$ cat config.mk
export PLATFORM = sky130hd
export DESIGN_NAME = split_read_ctrl
export DESIGN_NICKNAME = d
export VERILOG_FILES = /design/src/rtl/split_read_pkg.sv /design/src/rtl/srd_slot.sv /design/src/rtl/srd_ring.sv /design/src/rtl/split_read_ctrl.sv
export SDC_FILE = /design/constraint.sdc
export NUM_CORES = 1
export LEC_CHECK = 0
export BUFFER_PORTS_ARGS = -buffer_cell sky130_fd_sc_hd__buf_2
export CAP_MARGIN = 10
export CELL_PAD_IN_SITES_DETAIL_PLACEMENT = 1
export CELL_PAD_IN_SITES_GLOBAL_PLACEMENT = 1
export CORE_MARGIN = 2
export CORE_UTILIZATION = 49
export DETAILED_ROUTE_END_ITERATION = 16
export PLACE_DENSITY_LB_ADDON = 0.1
export SETUP_SLACK_MARGIN = 0.05
export SYNTH_ARGS = -nofsm -noshare
export SYNTH_HDL_FRONTEND = slang
export SYNTH_SLANG_ARGS = --single-unit
$ cat constraint.sdc
create_clock -name clk -period 5.1 [get_ports clk]
set_input_delay 1.02 -clock clk [delete_from_list [all_inputs] [get_ports clk]]
set_output_delay 1.02 -clock clk [all_outputs]
set_load 0.005 [all_outputs]
$ cat src/rtl/split_read_pkg.sv
package split_read_pkg;

    typedef enum logic [1:0] {
        SLOT_FREE = 2'd0,
        SLOT_WAIT = 2'd1,
        SLOT_DONE = 2'd2
    } slot_state_e;

endpackage

$ cat src/rtl/srd_slot.sv
module srd_slot
    import split_read_pkg::*;
#(
    parameter int DW  = 16,
    parameter int TW  = 4,
    parameter int LAT = 4
) (
    input  logic          clk,
    input  logic          rst_n,
    input  logic          load_i,
    input  logic [TW-1:0] tag_i,
    input  logic [DW-1:0] mem_data_i,
    input  logic          deliver_i,
    output logic          done_o,
    output logic [TW-1:0] tag_o,
    output logic [DW-1:0] data_o
);
    localparam int CW = (LAT > 2) ? $clog2(LAT) : 1;

    slot_state_e   state_q, state_d;
    logic [CW-1:0] cnt_q;
    logic          cap_q;
    logic [TW-1:0] tag_q;
    logic [DW-1:0] data_q;

    always_ff @(posedge clk) begin
        if (!rst_n) state_q <= SLOT_FREE;
        else        state_q <= state_d;
    end

    always_comb begin
        state_d = state_q;
        unique case (state_q)
            SLOT_FREE: if (load_i)        state_d = (LAT == 1) ? SLOT_DONE : SLOT_WAIT;
            SLOT_WAIT: if (cnt_q == '0)   state_d = SLOT_DONE;
            SLOT_DONE: if (deliver_i)     state_d = SLOT_FREE;
            default:                      state_d = SLOT_FREE;
        endcase
    end

    always_ff @(posedge clk) begin
        if (!rst_n) begin
            cnt_q  <= '0;
            cap_q  <= 1'b0;
            tag_q  <= '0;
            data_q <= '0;
        end else begin
            cap_q <= load_i;
            if (load_i) begin
                cnt_q <= (LAT > 2) ? CW'(LAT - 2) : '0;
                tag_q <= tag_i;
            end else if (state_q == SLOT_WAIT && cnt_q != '0) begin
                cnt_q <= cnt_q - 1'b1;
            end
            if (cap_q) data_q <= mem_data_i;
        end
    end

    assign done_o = (state_q == SLOT_DONE);
    assign tag_o  = tag_q;
    assign data_o = cap_q ? mem_data_i : data_q;

endmodule

$ cat src/rtl/srd_ring.sv
module srd_ring #(
    parameter int DEPTH = 4,
    parameter int PW    = 2,
    parameter int OW    = 3
) (
    input  logic          clk,
    input  logic          rst_n,
    input  logic          push_i,
    input  logic          pop_i,
    output logic [PW-1:0] wr_ptr_o,
    output logic [PW-1:0] rd_ptr_o,
    output logic [OW-1:0] occ_o,
    output logic          full_o
);
    logic [PW-1:0] wr_q, rd_q;
    logic [OW-1:0] occ_q;

    function automatic logic [PW-1:0] bump(input logic [PW-1:0] p);
        return (p == PW'(DEPTH - 1)) ? '0 : p + 1'b1;
    endfunction

    always_ff @(posedge clk) begin
        if (!rst_n) begin
            wr_q  <= '0;
            rd_q  <= '0;
            occ_q <= '0;
        end else begin
            if (push_i) wr_q <= bump(wr_q);
            if (pop_i)  rd_q <= bump(rd_q);
            unique case ({push_i, pop_i})
                2'b10:   occ_q <= occ_q + 1'b1;
                2'b01:   occ_q <= occ_q - 1'b1;
                default: occ_q <= occ_q;
            endcase
        end
    end

    assign wr_ptr_o = wr_q;
    assign rd_ptr_o = rd_q;
    assign occ_o    = occ_q;
    assign full_o   = (occ_q == OW'(DEPTH));

endmodule

$ cat src/rtl/split_read_ctrl.sv
module split_read_ctrl
    import split_read_pkg::*;
#(
    parameter int AW    = 8,
    parameter int DW    = 16,
    parameter int TW    = 4,
    parameter int DEPTH = 4,
    parameter int LAT   = 4
) (
    input  logic          clk,
    input  logic          rst_n,
    input  logic          rq_valid,
    input  logic [AW-1:0] rq_addr,
    input  logic [TW-1:0] rq_tag,
    output logic          rq_accept,
    output logic          rq_retry,
    output logic          mem_rd_en,
    output logic [AW-1:0] mem_addr,
    input  logic [DW-1:0] mem_rd_data,
    output logic          bus_req,
    input  logic          bus_gnt,
    output logic          rsp_valid,
    output logic [TW-1:0] rsp_tag,
    output logic [DW-1:0] rsp_data
);
    localparam int PW = (DEPTH > 1) ? $clog2(DEPTH) : 1;
    localparam int OW = $clog2(DEPTH + 1);

    logic [PW-1:0] wr_ptr, rd_ptr;
    logic [OW-1:0] occ;
    logic          full;
    logic          push, pop;

    logic [DEPTH-1:0] slot_done;
    logic [TW-1:0]    slot_tag  [DEPTH];
    logic [DW-1:0]    slot_data [DEPTH];

    assign push = rq_valid && !full;
    assign pop  = bus_req && bus_gnt;

    srd_ring #(.DEPTH(DEPTH), .PW(PW), .OW(OW)) ring_i (
        .clk      (clk),
        .rst_n    (rst_n),
        .push_i   (push),
        .pop_i    (pop),
        .wr_ptr_o (wr_ptr),
        .rd_ptr_o (rd_ptr),
        .occ_o    (occ),
        .full_o   (full)
    );

    for (genvar i = 0; i < DEPTH; i++) begin : g_slot
        srd_slot #(.DW(DW), .TW(TW), .LAT(LAT)) slot_i (
            .clk        (clk),
            .rst_n      (rst_n),
            .load_i     (push && (wr_ptr == PW'(i))),
            .tag_i      (rq_tag),
            .mem_data_i (mem_rd_data),
            .deliver_i  (pop && (rd_ptr == PW'(i))),
            .done_o     (slot_done[i]),
            .tag_o      (slot_tag[i]),
            .data_o     (slot_data[i])
        );
    end

    always_comb begin
        rq_accept = push;
        rq_retry  = rq_valid && full;
        mem_rd_en = push;
        mem_addr  = push ? rq_addr : '0;
        bus_req   = (occ != '0) && slot_done[rd_ptr];
        rsp_valid = pop;
        rsp_tag   = pop ? slot_tag[rd_ptr]  : '0;
        rsp_data  = pop ? slot_data[rd_ptr] : '0;
    end

endmodule

==> flow_metrics.py <==
metrics = {
    "synth": {
        "synthCells": 483,
        "avgSynthCellArea_um2": 10.49,
        "synth_top_family_by_area": "multiplexers",
        "synth_top_area_cell": "dfxtp_1",
        "ys_seq_area_frac": 0.4227,
        "yosys_warnings": 0,
        "synth_top_cell_area_share": 0.4227,
        "synthAdderAreaFrac": 0.03605,
        "synth_compound_gate_area_share": 0.05432,
        "yosys_register_bits": 107,
        "synth_mux_area_frac": 0.2306,
        "synth_edf_count": 0,
        "synth_cell_types": 37,
        "synthSimpleGateAreaFrac": 0.2012,
        "async_flop_share": 0,
        "synthTopCellsByArea": "dfxtp_1 42%, mux2i_1 13%, mux4_2 9.3%",
        "syn_nets": 529,
        "synth_ff_type": "dfxtp_1",
        "syn_area_um2": 5067,
        "synth_xor_xnor_area_share": 0.01037,
    },
    "final_layout": {
        "layout_commonest_cell": "dfxtp_1",
        "nets": 575,
        "drive_above_1_share": 0.2172,
        "post-route-util": 0.5520,
        "diodes": 0,
        "final_cells": 670,
        "mostFrequentLayoutCells": "107 x dfxtp_1, 68 x nor2b_1, 65 x mux2i_1",
        "syn_to_final_growth_pct": 10.94,
    },
    "place": {
        "gp_congestion": 0.7448,
        "hpwl_um": 7902,
        "port_buffers": 64,
        "post-place-cells": 654,
    },
    "sta": {
        "tightestPinTransition_ns": 1.135,
        "timing.hold.ws_ns": 0.4693,
        "setup_viol_count_final": 0,
        "final.setup.tns_ns": 0,
        "finalClockSkew_ns": 0.01112,
        "finalCritPeriodShare": 0.6825,
        "maxSlewViolCount": 0,
        "rsz0062_at_grt": "no",
        "relSlewSlack": 0.2421,
        "period_minus_slack_ns": 3.481,
        "final_hold_viol_count": 0,
        "fmax_mhz": 287.3,
    },
    "grt": {
        "grt_max_degree": 72,
        "grt_pass1_vias": 3862,
        "grt_overflow": 0,
        "track_usage": 0.2151,
        "grt_pass1_wl_um": 19020,
        "antenna_found_initial": 0,
    },
    "worst_setup_path": {
        "critPathSlowestCell": "dfxtp_1",
        "critPathBufInv": 1,
        "critical-path-top-delay-family": "flip-flops",
        "critical_path_arrival_ns": 2.46,
        "crit_chain": "mux2i_1 -> mux4_2 -> nor2_1 -> buf_2",
        "cp.required_ns": 4.08,
        "critPathKind": "reg2out",
        "worstPathMaxFanout": 16,
        "end_kind": "primary output",
        "critPathLaunchType": "flip-flop",
        "slowest_delay_ns": 1.08,
    },
    "die": {
        "die_y_um": 105.7,
        "coreArea_um2": 10180,
        "die_area_um2": 11170,
        "top_level_ports": 65,
        "rows": 37,
        "initial_core_util": 0.4975,
        "die_x_um": 105.7,
    },
    "route": {
        "vias": 3614,
        "routed_wl_um": 11520,
        "drc": 0,
        "drt_iter0_markers": 87,
        "first_pass_iters": 4,
        "ant_nets": 0,
        "wl_per_cell_um": 17.19,
        "vias_per_cell": 5.394,
    },
    "clock_tree": {
        "htreeDepth": 3,
        "cts_sinks": 107,
        "cts_buffers": 9,
        "cts.hold.buffers_added": 0,
        "postCtsSetupBuffers": 0,
        "path_clk_slew_ns": 0.09,
        "cts_root_buffer": "clkbuf_8",
        "cts_resized": 0,
        "cts.path.max_buffers": 2,
        "cts_tree": "built",
        "clock_latency_ns": 0.37,
    },
    "power_and_ir_drop": {
        "power.density_nw_per_um2": 285.1,
        "power.leakage_nw": 2.097,
        "power_mw": 1.603,
        "peakVddDrop_uv": 113.4,
    },
    "run_status": {
        "status": "finished clean",
    },
    "worst_hold_path": {
        "hp-class": "reg2reg",
    },
    "run": {
        "drv_cap": 0,
    },
}
## cells by family after synthesis
family | Yosys count
AND/OR/NAND/NOR | 181
flip-flops | 107
multiplexers | 90
buffers and inverters | 49
AO/OA/AOI/OAI | 36
adder cells (fa/ha/maj) | 14
XOR/XNOR | 6
## through the flow
stage	cell area (um2)	setup WS, ns
after floorplan	5067	2.401
after global placement	5421	2.020
after detailed placement	5421	1.916
after CTS	5622	1.546
after global routing	5622	1.452
final	5622	1.619
## registers in the layout (all words and copies together), names as in the netlist
signal,cells
g_slot.slot_i.data_q,64
g_slot.slot_i.tag_o,16
g_slot.slot_i.cnt_q,8
g_slot.slot_i.state_q,8
g_slot.slot_i.cap_q,4
ring_i.occ_o,3
ring_i.rd_ptr_o,2
ring_i.wr_ptr_o,2
## report_power, final
group	internal, mW	switching (mW)	leakage, nW
clock	0.234	0.281	0.103
combinational	0.0959	0.0947	1.13
sequential	0.868	0.0302	0.867
total	1.20	0.406	2.10
## area by class of cell
class	instances	area, um2
Timing Repair Buffer	66	335.3
Clock inverter	2	17.52
Inverter	18	75.07
Tap cell	136	170.2
Sequential cell	107	2142
Fill cell	1151	4563
Multi-Input combinational cell	327	2699
Clock buffer	14	182.7
## routing by layer
| layer | global-route usage | wire, um | vias to the layer above |
|---|---|---|---|
| li1 | - | - | 1753 |
| met1 | 0.2556 | 4904 | 1784 |
| met2 | 0.3949 | 6105 | 65 |
| met3 | 0.03958 | 350 | 12 |
| met4 | 0.06109 | 155 | 0 |
| met5 | 0 | 0 | - |
## worst paths after layout
check / start / slack [ns] / cells after the start / endpoint
worst min-delay path: g_slot[0].slot_i.state_q[1] / 0.47 / 1 / g_slot[0].slot_i.state_q[0]
worst max-delay path: g_slot[1].slot_i.cap_q / 1.62 / 4 / rsp_data[8]
worst min register to register: g_slot[0].slot_i.state_q[1] / 0.47 / 1 / g_slot[0].slot_i.state_q[0]
worst max register to register: ring_i.rd_ptr_o[0] / 2.03 / 10 / ring_i.occ_o[2]
## worst register-to-register path, cell delays in order (launching register included)
cell,delay [ns]
dfxtp_1,0.66
inv_6,0.21
mux4_2,0.49
nand2_4,0.17
inv_4,0.18
ha_1,0.21
inv_1,0.06
fa_1,0.38
xor2_1,0.16
or3_1,0.30
a21boi_0,0.18
## cells in the mapped netlist (13+ instances only)
master	instances
a21boi_0	19
and3_1	20
clkbuf_1	16
dfxtp_1	107
ha_1	13
inv_1	15
mux2i_1	65
mux4_2	21
nand2_1	27
nand3_1	20
nor2_1	22
nor2b_1	68
Power figures use the tool's default switching activity.
